### src/rtl/vxdiv_pkg.sv
package vxdiv_pkg;

  // Opcode encodings decoded by the control
  localparam logic [5:0]  PRIMARY_OP   = 6'b000100;
  localparam logic [10:0] XOP_SIGNED   = 11'b01110001011;
  localparam logic [10:0] XOP_UNSIGNED = 11'b01010001011;

  // Strobes from control to datapath
  typedef struct packed {
    logic load;      // capture operands, initialise lane state
    logic step;      // produce one quotient bit
    logic finish;    // last step: register lane results
    logic signedOp;  // mode for the operands being loaded
  } dpCtrl_t;

  typedef enum logic {ST_IDLE, ST_RUN} ctrlState_t;

endpackage

### src/rtl/vxdiv_ctrl.sv
module vxdiv_ctrl
  import vxdiv_pkg::*;
#(
  parameter int ITER = 64
) (
  input  logic        clk,
  input  logic        rstN,
  input  logic        start,
  input  logic [5:0]  primOp,
  input  logic [10:0] extOp,
  output dpCtrl_t     dpCtrl,
  output logic        busy,
  output logic        done,
  output logic        illegal
);

  localparam int CNT_W = $clog2(ITER);
  localparam logic [CNT_W-1:0] LAST_CNT = CNT_W'(ITER - 1);

  ctrlState_t state;
  logic [CNT_W-1:0] iterCnt;

  logic isSigned, isUnsigned, legalOp;
  logic accept, reject, lastIter;

  always_comb begin
    isSigned   = (primOp == PRIMARY_OP) && (extOp == XOP_SIGNED);
    isUnsigned = (primOp == PRIMARY_OP) && (extOp == XOP_UNSIGNED);
    legalOp    = isSigned || isUnsigned;
    accept     = (state == ST_IDLE) && start && legalOp;
    reject     = (state == ST_IDLE) && start && !legalOp;
    lastIter   = (state == ST_RUN) && (iterCnt == LAST_CNT);
  end

  always_comb begin
    dpCtrl.load     = accept;
    dpCtrl.step     = (state == ST_RUN);
    dpCtrl.finish   = lastIter;
    dpCtrl.signedOp = isSigned;
  end

  assign busy = (state == ST_RUN);

  always_ff @(posedge clk) begin
    if (!rstN) begin
      state   <= ST_IDLE;
      iterCnt <= '0;
      done    <= 1'b0;
      illegal <= 1'b0;
    end else begin
      done    <= lastIter;
      illegal <= reject;
      if (accept) begin
        state   <= ST_RUN;
        iterCnt <= '0;
      end else if (state == ST_RUN) begin
        if (lastIter) begin
          state <= ST_IDLE;
        end else begin
          iterCnt <= iterCnt + 1'b1;
        end
      end
    end
  end

endmodule

### src/rtl/vxdiv_lane.sv
module vxdiv_lane
  import vxdiv_pkg::*;
#(
  parameter int LANE_W = 32
) (
  input  logic              clk,
  input  logic              rstN,
  input  dpCtrl_t           dpCtrl,
  input  logic [LANE_W-1:0] opA,
  input  logic [LANE_W-1:0] opB,
  output logic [LANE_W-1:0] res
);

  localparam int DIVD_W = 2 * LANE_W;

  logic [LANE_W-1:0] divisorMag;
  logic [LANE_W-1:0] partRem;
  logic [DIVD_W-1:0] quoShift;
  logic              negRes;
  logic              divZero;

  logic              aNeg, bNeg;
  logic [LANE_W-1:0] aMag, bMag;
  logic [LANE_W:0]   trial;
  logic              fits;
  logic [LANE_W-1:0] remNext;
  logic [DIVD_W-1:0] quoNext;
  logic [LANE_W-1:0] magLow;
  logic [LANE_W-1:0] finalVal;

  // Operand magnitudes for the load cycle
  always_comb begin
    aNeg = dpCtrl.signedOp && opA[LANE_W-1];
    bNeg = dpCtrl.signedOp && opB[LANE_W-1];
    aMag = aNeg ? (~opA + 1'b1) : opA;
    bMag = bNeg ? (~opB + 1'b1) : opB;
  end

  // One restoring-division step
  always_comb begin
    trial   = {partRem, quoShift[DIVD_W-1]};
    fits    = trial[LANE_W] || (trial[LANE_W-1:0] >= divisorMag);
    remNext = fits ? (trial[LANE_W-1:0] - divisorMag) : trial[LANE_W-1:0];
    quoNext = {quoShift[DIVD_W-2:0], fits};
  end

  // Sign and zero-divisor fixup on the final quotient
  always_comb begin
    magLow = quoNext[LANE_W-1:0];
    if (divZero) begin
      finalVal = '0;
    end else if (negRes) begin
      finalVal = ~magLow + 1'b1;
    end else begin
      finalVal = magLow;
    end
  end

  always_ff @(posedge clk) begin
    if (!rstN) begin
      divisorMag <= '0;
      partRem    <= '0;
      quoShift   <= '0;
      negRes     <= 1'b0;
      divZero    <= 1'b0;
      res        <= '0;
    end else begin
      if (dpCtrl.load) begin
        divisorMag <= bMag;
        partRem    <= '0;
        quoShift   <= {aMag, {LANE_W{1'b0}}};
        negRes     <= aNeg ^ bNeg;
        divZero    <= (opB == '0);
      end else if (dpCtrl.step) begin
        partRem  <= remNext;
        quoShift <= quoNext;
      end
      if (dpCtrl.finish) begin
        res <= finalVal;
      end
    end
  end

endmodule

### src/rtl/vxdiv_datapath.sv
module vxdiv_datapath
  import vxdiv_pkg::*;
#(
  parameter int LANES  = 4,
  parameter int LANE_W = 32
) (
  input  logic                    clk,
  input  logic                    rstN,
  input  dpCtrl_t                 dpCtrl,
  input  logic [LANES*LANE_W-1:0] srcA,
  input  logic [LANES*LANE_W-1:0] srcB,
  output logic [LANES*LANE_W-1:0] result
);

  for (genvar gi = 0; gi < LANES; gi++) begin : g_lane
    vxdiv_lane #(.LANE_W(LANE_W)) u_lane (
      .clk    (clk),
      .rstN   (rstN),
      .dpCtrl (dpCtrl),
      .opA    (srcA[gi*LANE_W +: LANE_W]),
      .opB    (srcB[gi*LANE_W +: LANE_W]),
      .res    (result[gi*LANE_W +: LANE_W])
    );
  end

endmodule

### src/rtl/vxdiv_unit.sv
module vxdiv_unit
  import vxdiv_pkg::*;
#(
  parameter int LANES  = 4,
  parameter int LANE_W = 32
) (
  input  logic                    clk,
  input  logic                    rstN,
  input  logic                    start,
  input  logic [5:0]              primOp,
  input  logic [10:0]             extOp,
  input  logic [LANES*LANE_W-1:0] srcA,
  input  logic [LANES*LANE_W-1:0] srcB,
  output logic                    busy,
  output logic                    done,
  output logic                    illegal,
  output logic [LANES*LANE_W-1:0] result
);

  localparam int ITER = 2 * LANE_W;

  dpCtrl_t dpCtrl;

  vxdiv_ctrl #(.ITER(ITER)) u_ctrl (
    .clk     (clk),
    .rstN    (rstN),
    .start   (start),
    .primOp  (primOp),
    .extOp   (extOp),
    .dpCtrl  (dpCtrl),
    .busy    (busy),
    .done    (done),
    .illegal (illegal)
  );

  vxdiv_datapath #(.LANES(LANES), .LANE_W(LANE_W)) u_dp (
    .clk    (clk),
    .rstN   (rstN),
    .dpCtrl (dpCtrl),
    .srcA   (srcA),
    .srcB   (srcB),
    .result (result)
  );

endmodule

### config.mk
export PLATFORM = sky130hd
export DESIGN_NAME = vxdiv_unit
export DESIGN_NICKNAME = d
export VERILOG_FILES = /design/src/rtl/vxdiv_pkg.sv /design/src/rtl/vxdiv_ctrl.sv /design/src/rtl/vxdiv_lane.sv /design/src/rtl/vxdiv_datapath.sv /design/src/rtl/vxdiv_unit.sv
export SDC_FILE = /design/constraint.sdc
export NUM_CORES = 2
export LEC_CHECK = 0
export BUFFER_PORTS_ARGS = -buffer_cell sky130_fd_sc_hd__buf_4
export CAP_MARGIN = 10
export CORE_MARGIN = 5
export CORE_UTILIZATION = 37
export DETAILED_ROUTE_END_ITERATION = 12
export GPL_TIMING_DRIVEN = 0
export PLACE_DENSITY = 0.63
export SLEW_MARGIN = 30
export SYNTH_ARGS = -nofsm -noshare
export SYNTH_HDL_FRONTEND = slang
export SYNTH_HIERARCHICAL = 1
export SYNTH_SLANG_ARGS = --single-unit
### constraint.sdc
create_clock -name clk -period 11.6 [get_ports clk]
set_clock_uncertainty 0.1 [all_clocks]
set_input_delay 1.16 -clock clk [delete_from_list [all_inputs] [get_ports clk]]
set_output_delay 1.16 -clock clk [all_outputs]
set_load 0.05 [all_outputs]
==> results.sh <==
export IMPL_gp_congestion=0.939
export IMPL_max_cap_violations=0
export IMPL_p_leak_nw=18.9
export IMPL_max_stage_delay_ns=0.60
export IMPL_pin_count=407
export IMPL_grt_pass1_wl_um=212000
export IMPL_arrival_ns=6.30
export IMPL_numPortBuffers=406
export IMPL_n_fill_cell=11000
export IMPL_min_period_ns=5.87
export IMPL_rsz0062_at_grt="no"
export IMPL_start_util_pct=37.3
export IMPL_regArea_um2=13200
export IMPL_fin_crit_sh_pct=50.6
export IMPL_synth_yosys_seq_area_share_pct=32.3
export IMPL_clock_sinks=657
export IMPL_root_buffer="clkbuf_16"
export IMPL_synthFlopType="dfxtp_1"
export IMPL_synthMuxAreaShare_pct=6.47
export IMPL_max_slew_margin_pct=38.1
export IMPL_hpwl_um=107000
export IMPL_whs_ns=0.349
export IMPL_ys_ff_latch=657
export IMPL_clockBufferDepth=3
export IMPL_peakVddDrop_uv=125
export IMPL_drt_pass1_iterations=7
export IMPL_fp_dieArea_um2=117000
export IMPL_die_h_um=342
export IMPL_total_power_mw=5.21
export IMPL_synthXorXnorAreaFrac_pct=8.56
export IMPL_setup_worst_path_class="flop to flop"
export IMPL_cts_tree="done"
export IMPL_hold_viol=0
export IMPL_power_density_nw_per_um2=107
export IMPL_rows=121
export IMPL_startpoint_type="flop"
export IMPL_required_ns=12.04
export IMPL_die_w_um=342
export IMPL_area_growth_pct=19.2
export IMPL_multi_input_area_um2=25500
export IMPL_hp_class="flop to flop"
export IMPL_ys_types=103
export IMPL_tns_ns=0
export IMPL_synth_fa_ha_area_share_pct=4.53
export IMPL_instances_no_fill=7088
export IMPL_grt_overflow=0
export IMPL_numCtsBuffers=80
export IMPL_cp_max_fo=10
export IMPL_worstPathCellList="inv_1 > ha_1 > a21oi_1 > o21ai_0 > a21o_1 > a211oi_1 > nor2_1 > nor3_1 > nand2_2 > inv_1 > buf_2 > buf_2 > ha_1 > nand3b_1 > or4_4 > or4_4 > o41ai_4 > xor2_1 > o21ai_1"
export IMPL_met1_usage_pct=31.2
export IMPL_async_flop_share_pct=0
export IMPL_dpl_cell_count=6925
export IMPL_grt_util_met3_pct=4.86
export IMPL_dpl_worst_slack_ns=5.84
export IMPL_synth_edf_count=0
export IMPL_grt_pass1_vias=36900
export IMPL_routed_via_density=5.50
export IMPL_met2_usage_pct=34.9
export IMPL_clkLatencyLatePin_ns=0.65
export IMPL_clkTransAtPathRegs_ns=0.06
export IMPL_syn_inst=5043
export IMPL_synth_area_um2=40700
export IMPL_drc=0
export IMPL_synth_top_family_by_area="compound AO/OA/AOI/OAI gates"
export IMPL_routed_wl_um=137000
export IMPL_synth_compound_area_share_pct=23.3
export IMPL_dr_first_iter_drc_count=2922
export IMPL_top_usage_layer="met2"
export IMPL_grt_usage_pct=22.5
export IMPL_synth_simple_gate_area_share_pct=19.6
export IMPL_cts_repair_resize_count=0
export IMPL_drt_wirelength_per_cell_um=19.4
export IMPL_routed_via_count=39000
export IMPL_outcome="completed"
export IMPL_layout_drive_gt1_share_pct=12.0
export IMPL_tightest_slew_ns=0.928
export IMPL_grt_max_degree=29
export IMPL_drtAntennaViolNets=0
export IMPL_antenna_found_initial=32
export IMPL_worst_path_max_delay_cell="nor3_1"
export IMPL_fmax_mhz=170
export IMPL_post_cts_buffers=0
export IMPL_synth_area_per_cell_um2=8.08
export IMPL_endpoint_kind="flop"
export IMPL_core_um2=109000
export IMPL_h_tree_depth=3
export IMPL_setup_ws_ns=5.73
export IMPL_maxSlewViolCount=0
export IMPL_layout_nets=5952
export IMPL_setup_viol=0
export IMPL_cts_hold_buf=0
export IMPL_synth_fp_nets=5464
export IMPL_yosys_warnings=6
-- stage by stage --
stage	utilization, %	instance area [um^2]
3_3_place_gp	41.8	45600
5_1_grt	44.5	48500
2_1_floorplan	-	40700
6_report	44.5	48600
4_1_cts	44.5	48500
3_5_place_dp	41.8	45600
-- worst max-delay path: cells and delay by family, from the launching register on --
kind	cells	cell delay [ns]
fa+ha+maj	2	0.62
compound gates	6	1.23
simple gates	6	2.41
flops	1	0.34
xor+xnor	1	0.19
buf+inv	4	0.85
-- synth_stat cells, types with 83 or more instances --
| master | n | area [um^2] |
|---|---|---|
| dfxtp_1 | 657 | 13200 |
| nand2_1 | 489 | 1840 |
| or3_1 | 83 | 519 |
| nor2_1 | 442 | 1660 |
| nand3_1 | 91 | 455 |
| xor2_1 | 235 | 2060 |
| mux2i_1 | 250 | 2500 |
| a21oi_1 | 292 | 1460 |
| a211oi_1 | 103 | 773 |
| clkbuf_1 | 244 | 916 |
| o211a_1 | 120 | 1200 |
| o21ai_0 | 327 | 1640 |
| nor2b_1 | 94 | 588 |
| ha_1 | 141 | 1760 |
| inv_1 | 237 | 890 |
| xnor2_1 | 163 | 1430 |
-- flip-flops by register name, indices dropped and copies added (netlist names) --
name and count:
u_ctrl/busy 1, u_dp/g_lane.u_lane/divZero 4, u_dp/g_lane.u_lane/divisorMag 128, u_ctrl/done 1, u_dp/g_lane.u_lane/res 128, u_ctrl/illegal 1, u_dp/g_lane.u_lane/quoShift 256, u_dp/g_lane.u_lane/partRem 128
u_ctrl/iterCnt 6, u_dp/g_lane.u_lane/negRes 4
-- cells by family (layout without fill, tap and decap cells) --
family	count (synthesis)	after routing
AND/OR/NAND/NOR	1628	1628
AO/OA/AOI/OAI	1402	1402
flip-flops	657	657
buffers and inverters	551	1105
XOR/XNOR	398	398
multiplexers	262	262
adder cells (fa/ha/maj)	145	145
other	0	15
-- power breakdown --
part | total [mW] | internal (mW) | switching [mW]
logic | 0.242 | 0.101 | 0.141
clock network | 2.72 | 1.68 | 1.04
registers | 2.26 | 2.26 | 0.0000585
total | 5.21 | 4.04 | 1.18
-- final timing paths --
kind              slack [ns]                                               from  cells after the start                                          to
setup reg to reg        5.73  u_dp/g_lane[2].u_lane/divisorMag[27]$_SDFFE_PN0P_                     19  u_dp/g_lane[2].u_lane/res[30]$_SDFFE_PN0P_
hold reg to reg         0.35          u_dp/g_lane[0].u_lane/res[3]$_SDFFE_PN0P_                      2   u_dp/g_lane[0].u_lane/res[3]$_SDFFE_PN0P_
setup / recovery        5.73  u_dp/g_lane[2].u_lane/divisorMag[27]$_SDFFE_PN0P_                     19  u_dp/g_lane[2].u_lane/res[30]$_SDFFE_PN0P_
hold / removal          0.35          u_dp/g_lane[0].u_lane/res[3]$_SDFFE_PN0P_                      2   u_dp/g_lane[0].u_lane/res[3]$_SDFFE_PN0P_
-- metal layers --
| layer | routed length (um) | vias up |
|---|---|---|
| met2 | 59500 | 1239 |
| met1 | 63200 | 18400 |
| met4 | 4100 | 18 |
| met3 | 10400 | 213 |
| met5 | 121 | - |
| li1 | - | 19100 |
-- layout make-up --
cell class                      count  share of cell area (%)
Sequential cell                   657                    27.1
Clock buffer                      108                    4.78
Multi-Input combinational cell   3835                    52.4
Inverter                          240                    1.85
Buffer                            311                    2.55
Antenna cell                       15                  0.0773
Tap cell                         1476                    3.80
Timing Repair Buffer              406                    6.28
Clock inverter                     40                    1.15
-- cell usage in the layout (no fill, tap or decap), drive strengths merged, types with 15 or more instances in the layout --
cell	synthesis	final
dfxtp	657	657
nand2	492	492
buf	67	473
nor2	443	443
clkbuf	244	352
o21ai	344	344
a21oi	293	293
mux2i	250	250
inv	238	243
xor2	235	235
xnor2	163	163
ha	141	141
o211a	120	120
a211oi	103	103
nor2b	94	94
o31ai	94	94
nand3	93	93
or3	93	93
nor3	84	84
a31oi	75	75
and2	65	65
o22ai	56	56
a311oi	49	49
a21o	43	43
nand2b	42	42
nor4	41	41
o41ai	40	40
o21a	37	37
or4	34	34
and3	32	32
o211ai	32	32
nand4	31	31
nor3b	24	24
nand3b	23	23
clkinv	2	17
a41oi	16	16
diode	0	15
Note: power is estimated with default switching activity, not from simulation.
